--- src/rtl/irq_bank_pkg.sv ---
package irq_bank_pkg;
    localparam int BANK_W  = 32;
    localparam int N_BANKS = 2;
    localparam int SRC_W   = BANK_W * N_BANKS;
    localparam int NUM_W   = $clog2(SRC_W);
    localparam int ADDR_W  = 6;
    localparam int DATA_W  = BANK_W;

    typedef enum logic [1:0] {
        SLOT_EVENT  = 2'd0,
        SLOT_ENABLE = 2'd1,
        SLOT_ACK    = 2'd2,
        SLOT_LEVEL  = 2'd3
    } slot_e;
endpackage

--- src/rtl/irq_bank_sync.sv ---
module irq_bank_sync #(
    parameter int W      = 32,
    parameter int STAGES = 2
) (
    input  logic         clk,
    input  logic         rst_n,
    input  logic [W-1:0] d,
    output logic [W-1:0] q
);
    logic [W-1:0] stage_q [STAGES];

    always_ff @(posedge clk) begin
        if (!rst_n) begin
            for (int i = 0; i < STAGES; i++) stage_q[i] <= '0;
        end else begin
            stage_q[0] <= d;
            for (int i = 1; i < STAGES; i++) stage_q[i] <= stage_q[i-1];
        end
    end

    assign q = stage_q[STAGES-1];
endmodule

--- src/rtl/irq_bank_slice.sv ---
module irq_bank_slice #(
    parameter int           W        = 32,
    parameter logic [W-1:0] LVL_MASK = '0
) (
    input  logic         clk,
    input  logic         rst_n,
    input  logic [W-1:0] line,
    input  logic         en_wr,
    input  logic         ack_wr,
    input  logic [W-1:0] wdata,
    output logic [W-1:0] ev_q,
    output logic [W-1:0] en_q,
    output logic [W-1:0] pend
);
    logic [W-1:0] prev_q;
    logic [W-1:0] rise;
    logic [W-1:0] clr;

    // edge sources only; level sources never latch
    assign rise = line & ~prev_q & ~LVL_MASK;
    assign clr  = ack_wr ? wdata : '0;

    always_ff @(posedge clk) begin
        if (!rst_n) begin
            prev_q <= '0;
            ev_q   <= '0;
            en_q   <= '0;
        end else begin
            prev_q <= line;
            ev_q   <= (ev_q & ~clr) | rise;   // new edge wins over ack
            if (en_wr) en_q <= wdata;
        end
    end

    assign pend = (ev_q | (line & LVL_MASK)) & en_q;
endmodule

--- src/rtl/irq_bank_prio.sv ---
module irq_bank_prio #(
    parameter int W  = 64,
    parameter int NW = 6
) (
    input  logic [W-1:0]  pend,
    output logic          req,
    output logic [NW-1:0] num
);
    always_comb begin
        num = '0;
        for (int i = 0; i < W; i++) begin
            if (pend[i]) num = NW'(i);
        end
        req = |pend;
    end
endmodule

--- src/rtl/irq_bank_ctrl.sv ---
module irq_bank_ctrl
    import irq_bank_pkg::*;
#(
    parameter logic [BANK_W-1:0] LVL_MASK_LO = 32'h1ff0_0000,
    parameter logic [BANK_W-1:0] LVL_MASK_HI = 32'h3ff0_0000,
    parameter int                SYNC_STAGES = 2
) (
    input  logic              clk,
    input  logic              rst_n,
    input  logic [SRC_W-1:0]  src_in,
    input  logic              reg_sel,
    input  logic              reg_wr,
    input  logic [ADDR_W-1:0] reg_addr,
    input  logic [DATA_W-1:0] reg_wdata,
    output logic [DATA_W-1:0] reg_rdata,
    output logic              irq_req,
    output logic [NUM_W-1:0]  irq_num
);
    logic [SRC_W-1:0]   line_all;
    logic [SRC_W-1:0]   ev_all;
    logic [SRC_W-1:0]   en_all;
    logic [SRC_W-1:0]   pend_all;
    logic [N_BANKS-1:0] hit;
    logic               aligned;
    slot_e              slot;
    logic [DATA_W-1:0]  rd_mux;

    assign aligned = (reg_addr[1:0] == 2'b00);
    assign slot    = slot_e'(reg_addr[3:2]);

    irq_bank_sync #(.W(SRC_W), .STAGES(SYNC_STAGES)) u_sync (
        .clk   (clk),
        .rst_n (rst_n),
        .d     (src_in),
        .q     (line_all)
    );

    for (genvar b = 0; b < N_BANKS; b++) begin : g_bank
        localparam logic [BANK_W-1:0] MASK = (b == 0) ? LVL_MASK_LO : LVL_MASK_HI;
        // bank b answers at block (N_BANKS - b) * 0x10
        assign hit[b] = aligned && (reg_addr[5:4] == 2'(N_BANKS - b));

        irq_bank_slice #(.W(BANK_W), .LVL_MASK(MASK)) u_slice (
            .clk    (clk),
            .rst_n  (rst_n),
            .line   (line_all[b*BANK_W +: BANK_W]),
            .en_wr  (reg_sel && reg_wr && hit[b] && slot == SLOT_ENABLE),
            .ack_wr (reg_sel && reg_wr && hit[b] && slot == SLOT_ACK),
            .wdata  (reg_wdata),
            .ev_q   (ev_all[b*BANK_W +: BANK_W]),
            .en_q   (en_all[b*BANK_W +: BANK_W]),
            .pend   (pend_all[b*BANK_W +: BANK_W])
        );
    end

    always_comb begin
        rd_mux = '0;
        for (int b = 0; b < N_BANKS; b++) begin
            if (hit[b]) begin
                unique case (slot)
                    SLOT_EVENT:  rd_mux = ev_all[b*BANK_W +: BANK_W];
                    SLOT_ENABLE: rd_mux = en_all[b*BANK_W +: BANK_W];
                    SLOT_ACK:    rd_mux = '0;
                    SLOT_LEVEL:  rd_mux = line_all[b*BANK_W +: BANK_W];
                endcase
            end
        end
    end

    always_ff @(posedge clk) begin
        if (!rst_n)                reg_rdata <= '0;
        else if (reg_sel && !reg_wr) reg_rdata <= rd_mux;
    end

    irq_bank_prio #(.W(SRC_W), .NW(NUM_W)) u_prio (
        .pend (pend_all),
        .req  (irq_req),
        .num  (irq_num)
    );
endmodule

--- config.mk ---
export PLATFORM = sky130hd
export DESIGN_NAME = irq_bank_ctrl
export DESIGN_NICKNAME = d
export VERILOG_FILES = /design/src/rtl/irq_bank_pkg.sv /design/src/rtl/irq_bank_sync.sv /design/src/rtl/irq_bank_slice.sv /design/src/rtl/irq_bank_prio.sv /design/src/rtl/irq_bank_ctrl.sv
export SDC_FILE = /design/constraint.sdc
export NUM_CORES = 1
export LEC_CHECK = 0
export BUFFER_PORTS_ARGS = -buffer_cell sky130_fd_sc_hd__buf_2
export CAP_MARGIN = 10
export CORE_ASPECT_RATIO = 0.7
export CORE_MARGIN = 4
export CORE_UTILIZATION = 40
export CTS_CLUSTER_DIAMETER = 60
export CTS_CLUSTER_SIZE = 16
export DETAILED_ROUTE_END_ITERATION = 7
export GPL_TIMING_DRIVEN = 0
export PLACE_DENSITY = 0.6
export SYNTH_ARGS = -nofsm -noshare
export SYNTH_HDL_FRONTEND = slang
export SYNTH_HIERARCHICAL = 1
export SYNTH_SLANG_ARGS = --single-unit
--- constraint.sdc ---
create_clock -name clk -period 2.3 [get_ports clk]
set_input_delay 0.46 -clock clk [delete_from_list [all_inputs] [get_ports clk]]
set_output_delay 0.46 -clock clk [all_outputs]
set_load 0.005 [all_outputs]
==> results.tsv <==
metric	value	unit
startpoint_type	register	
synth.distinct_cells	56	
cts_max_level	1	
setup_tns	-3820	ps
firstDrtPassIters	5	
fillers	3396	
rsz0062_at_grt	yes	
switchingPower	2.81	mW
gr-total-overflow	0	
final_cell_mix	318 x dfxtp_1, 179 x and2_1, 164 x buf_2	
rows	58	
ys_seq_area_share	46.0	%
grt_max_degree	17	
start_util	40.4	%
ys.flop_type	dfxtp_1	
tightest_slew	703	ps
fmax	332	MHz
placed_area	15800	µm²
num_vias	11000	
final_net_count	1736	
cts_hold_buf	0	
grt_use_total	21.4	%
clockBufferDepth	3	
hp-class	in2reg	
tritoncts	yes	
area_growth	18.3	%
dp_hpwl	32700	µm
clkTransAtPathRegs	70	ps
boundaryPins	145	
grt_pass1_wl	65600	µm
maxCapViolCount	0	
synth_area	14500	µm²
finalHoldViolCount	0	
pwr-share-clk	39.6	%
async_flop_share	0	%
wl	43800	µm
dieArea	39400	µm²
fin_total_pwr	11.6	mW
worstPathArrival	2550	ps
yosys_warnings	6	
stdcell_area	17100	µm²
period_minus_slack	3010	ps
syn_inst	1444	
grt_pass1_vias	10700	
syn_avg_cell_area	10.0	µm²
power_frac_comb	8.1	%
ys_ff_latch	333	
dp_slack	-493	ps
slew_headroom	52.7	%
drive_above_1_share	27.8	%
antenna_found_initial	2	
synth.area.top_cells	dfxtp_1 46%, mux2i_1 8.8%, and2_1 8.2%, buf_4 4.1%, a211o_1 3.9%	
drt-wirelength-per-cell	20.6	µm
irDropWorstVdd	0.562	mV
violations	setup timing	
p_per_area	678	nW/µm²
clk-insertion-delay-late	570	ps
die_x	236	µm
status	complete, but fails checks	
utilization	47.8	%
crit_fanout	2	
drt_iter0_drc	933	
postRouteAntennaNets	0	
synth_top_area_share	46.0	%
synth_top_area_cell	dfxtp_1	
layout_commonest_cell	dfxtp_1	
switching_share	24.2	%
globalplace.congestion	0.925	
finalClockSkew	21.0	ps
setup_viol	7	
viasPerCell	5.19	
leakage	7.06	nW
clock-sinks	333	
internal_power	8.81	mW
io_buffers	143	
clockRootBuffer	clkbuf_16	
numCtsBuffers	27	
post-route-drc-count	0	
synth-edff-count	0	
crit_type	reg2out	
setup_ws	-710	ps
dieHeight	167	µm
period_share	131	%
synth_nets	1550	
seq_power_share	52.2	%
crit_required	1840	ps
core-area	35800	µm²
final_max_slew_viol_count	0	
critical_path.endpoint_type	primary output	
[cell usage after synthesis, types with 27 or more instances]
master,instances
buf_6,28
and2_1,191
and2_2,27
nor2_1,31
a211o_1,64
buf_4,79
mux2i_1,128
a21oi_1,80
nor2b_1,70
dfxtp_1,333
a31o_1,44
o21ai_0,44
nand2_1,66
and3b_1,45
a31oi_1,34
[state kept, by name, summed over array words and instances, names as in the netlist]
name / cells
reg_rdata: 32
u_sync/stage_q: 128
g_bank.u_slice/ev_q: 64
g_bank.u_slice/prev_q: 45
g_bank.u_slice/en_q: 64
[final timing paths]
kind	from	end	slack (ps)	depth (start not counted)
setup / recovery	g_bank[0].u_slice/ev_q[8]	irq_num[2]	-710	7
hold / removal	src_in[7]	u_sync/stage_q[0][7]	90	2
setup reg to reg	u_sync/stage_q[0][64]	reg_rdata[0]	1140	4
hold reg to reg	u_sync/stage_q[0][11]	u_sync/stage_q[0][75]	430	1
[timing repair]
item                                   in CTS  in global routing
gates resized for setup                    87                 21
cloned                                      0                  0
endpoints found under the hold margin       0                  0
setup endpoints to repair                   7                  7
pin swaps                                  36                 12
setup buffers                              25                  1
[area by class of cell]
cell class	instances	area [µm²]	area share, %
Sequential cell	333	6690	39.0
Timing Repair Buffer	169	935	5.45
Antenna cell	1	2.50	0.0146
Clock inverter	8	118	0.686
Inverter	11	41.3	0.241
Buffer	148	1180	6.90
Clock buffer	31	701	4.09
Multi-Input combinational cell	940	6880	40.1
Tap cell	480	601	3.50
[per-layer routing]
layer / up-vias / GRT usage [%] / part of all wire, %
met2: 380 / 32.5 / 42
met5: - / 0 / 0.030
li1: 5324 / - / -
met4: 2 / 4.39 / 2.2
met3: 80 / 3.87 / 7.0
met1: 5216 / 31.9 / 49
[cell families (layout without fill, tap and decap cells)]
logic type / count (synthesis) / count (layout) / synth area share (%)
compound gates: 321 / 321 / 15.3
mux: 128 / 128 / 8.84
buf+inv: 171 / 367 / 9.07
simple gates: 491 / 491 / 20.8
other cells: 0 / 1 / 0
flops: 333 / 333 / 46.0
[critical path: stages, from the launching register on]
cell      delay [ps]
dfxtp_2          330
and2_4           160
or4_4            520
o211a_1          250
o211ai_1         290
a21oi_1          140
nor2_2           160
buf_2            140
[metrics by stage]
step | instances | hold WS, ps
floorplan | 1444 | 412
global placement | 2067 | 418
detailed placement | 2067 | 418
CTS | 2119 | 68.1
global route | 2121 | 69.8
finish | 2121 | 91.7
[power groups by stage]
| stage | Combinational (mW) | Clock [mW] | Sequential [mW] |
|---|---|---|---|
| floorplan | 0.567 | 0 | 6.16 |
| global placement | 0.930 | 0 | 6.20 |
| detailed placement | 0.941 | 0 | 6.20 |
| CTS | 0.940 | 4.72 | 6.07 |
| global route | 1.02 | 4.91 | 6.09 |
| finish | 0.945 | 4.61 | 6.07 |
No activity file was read; power rests on OpenSTA's default activity.
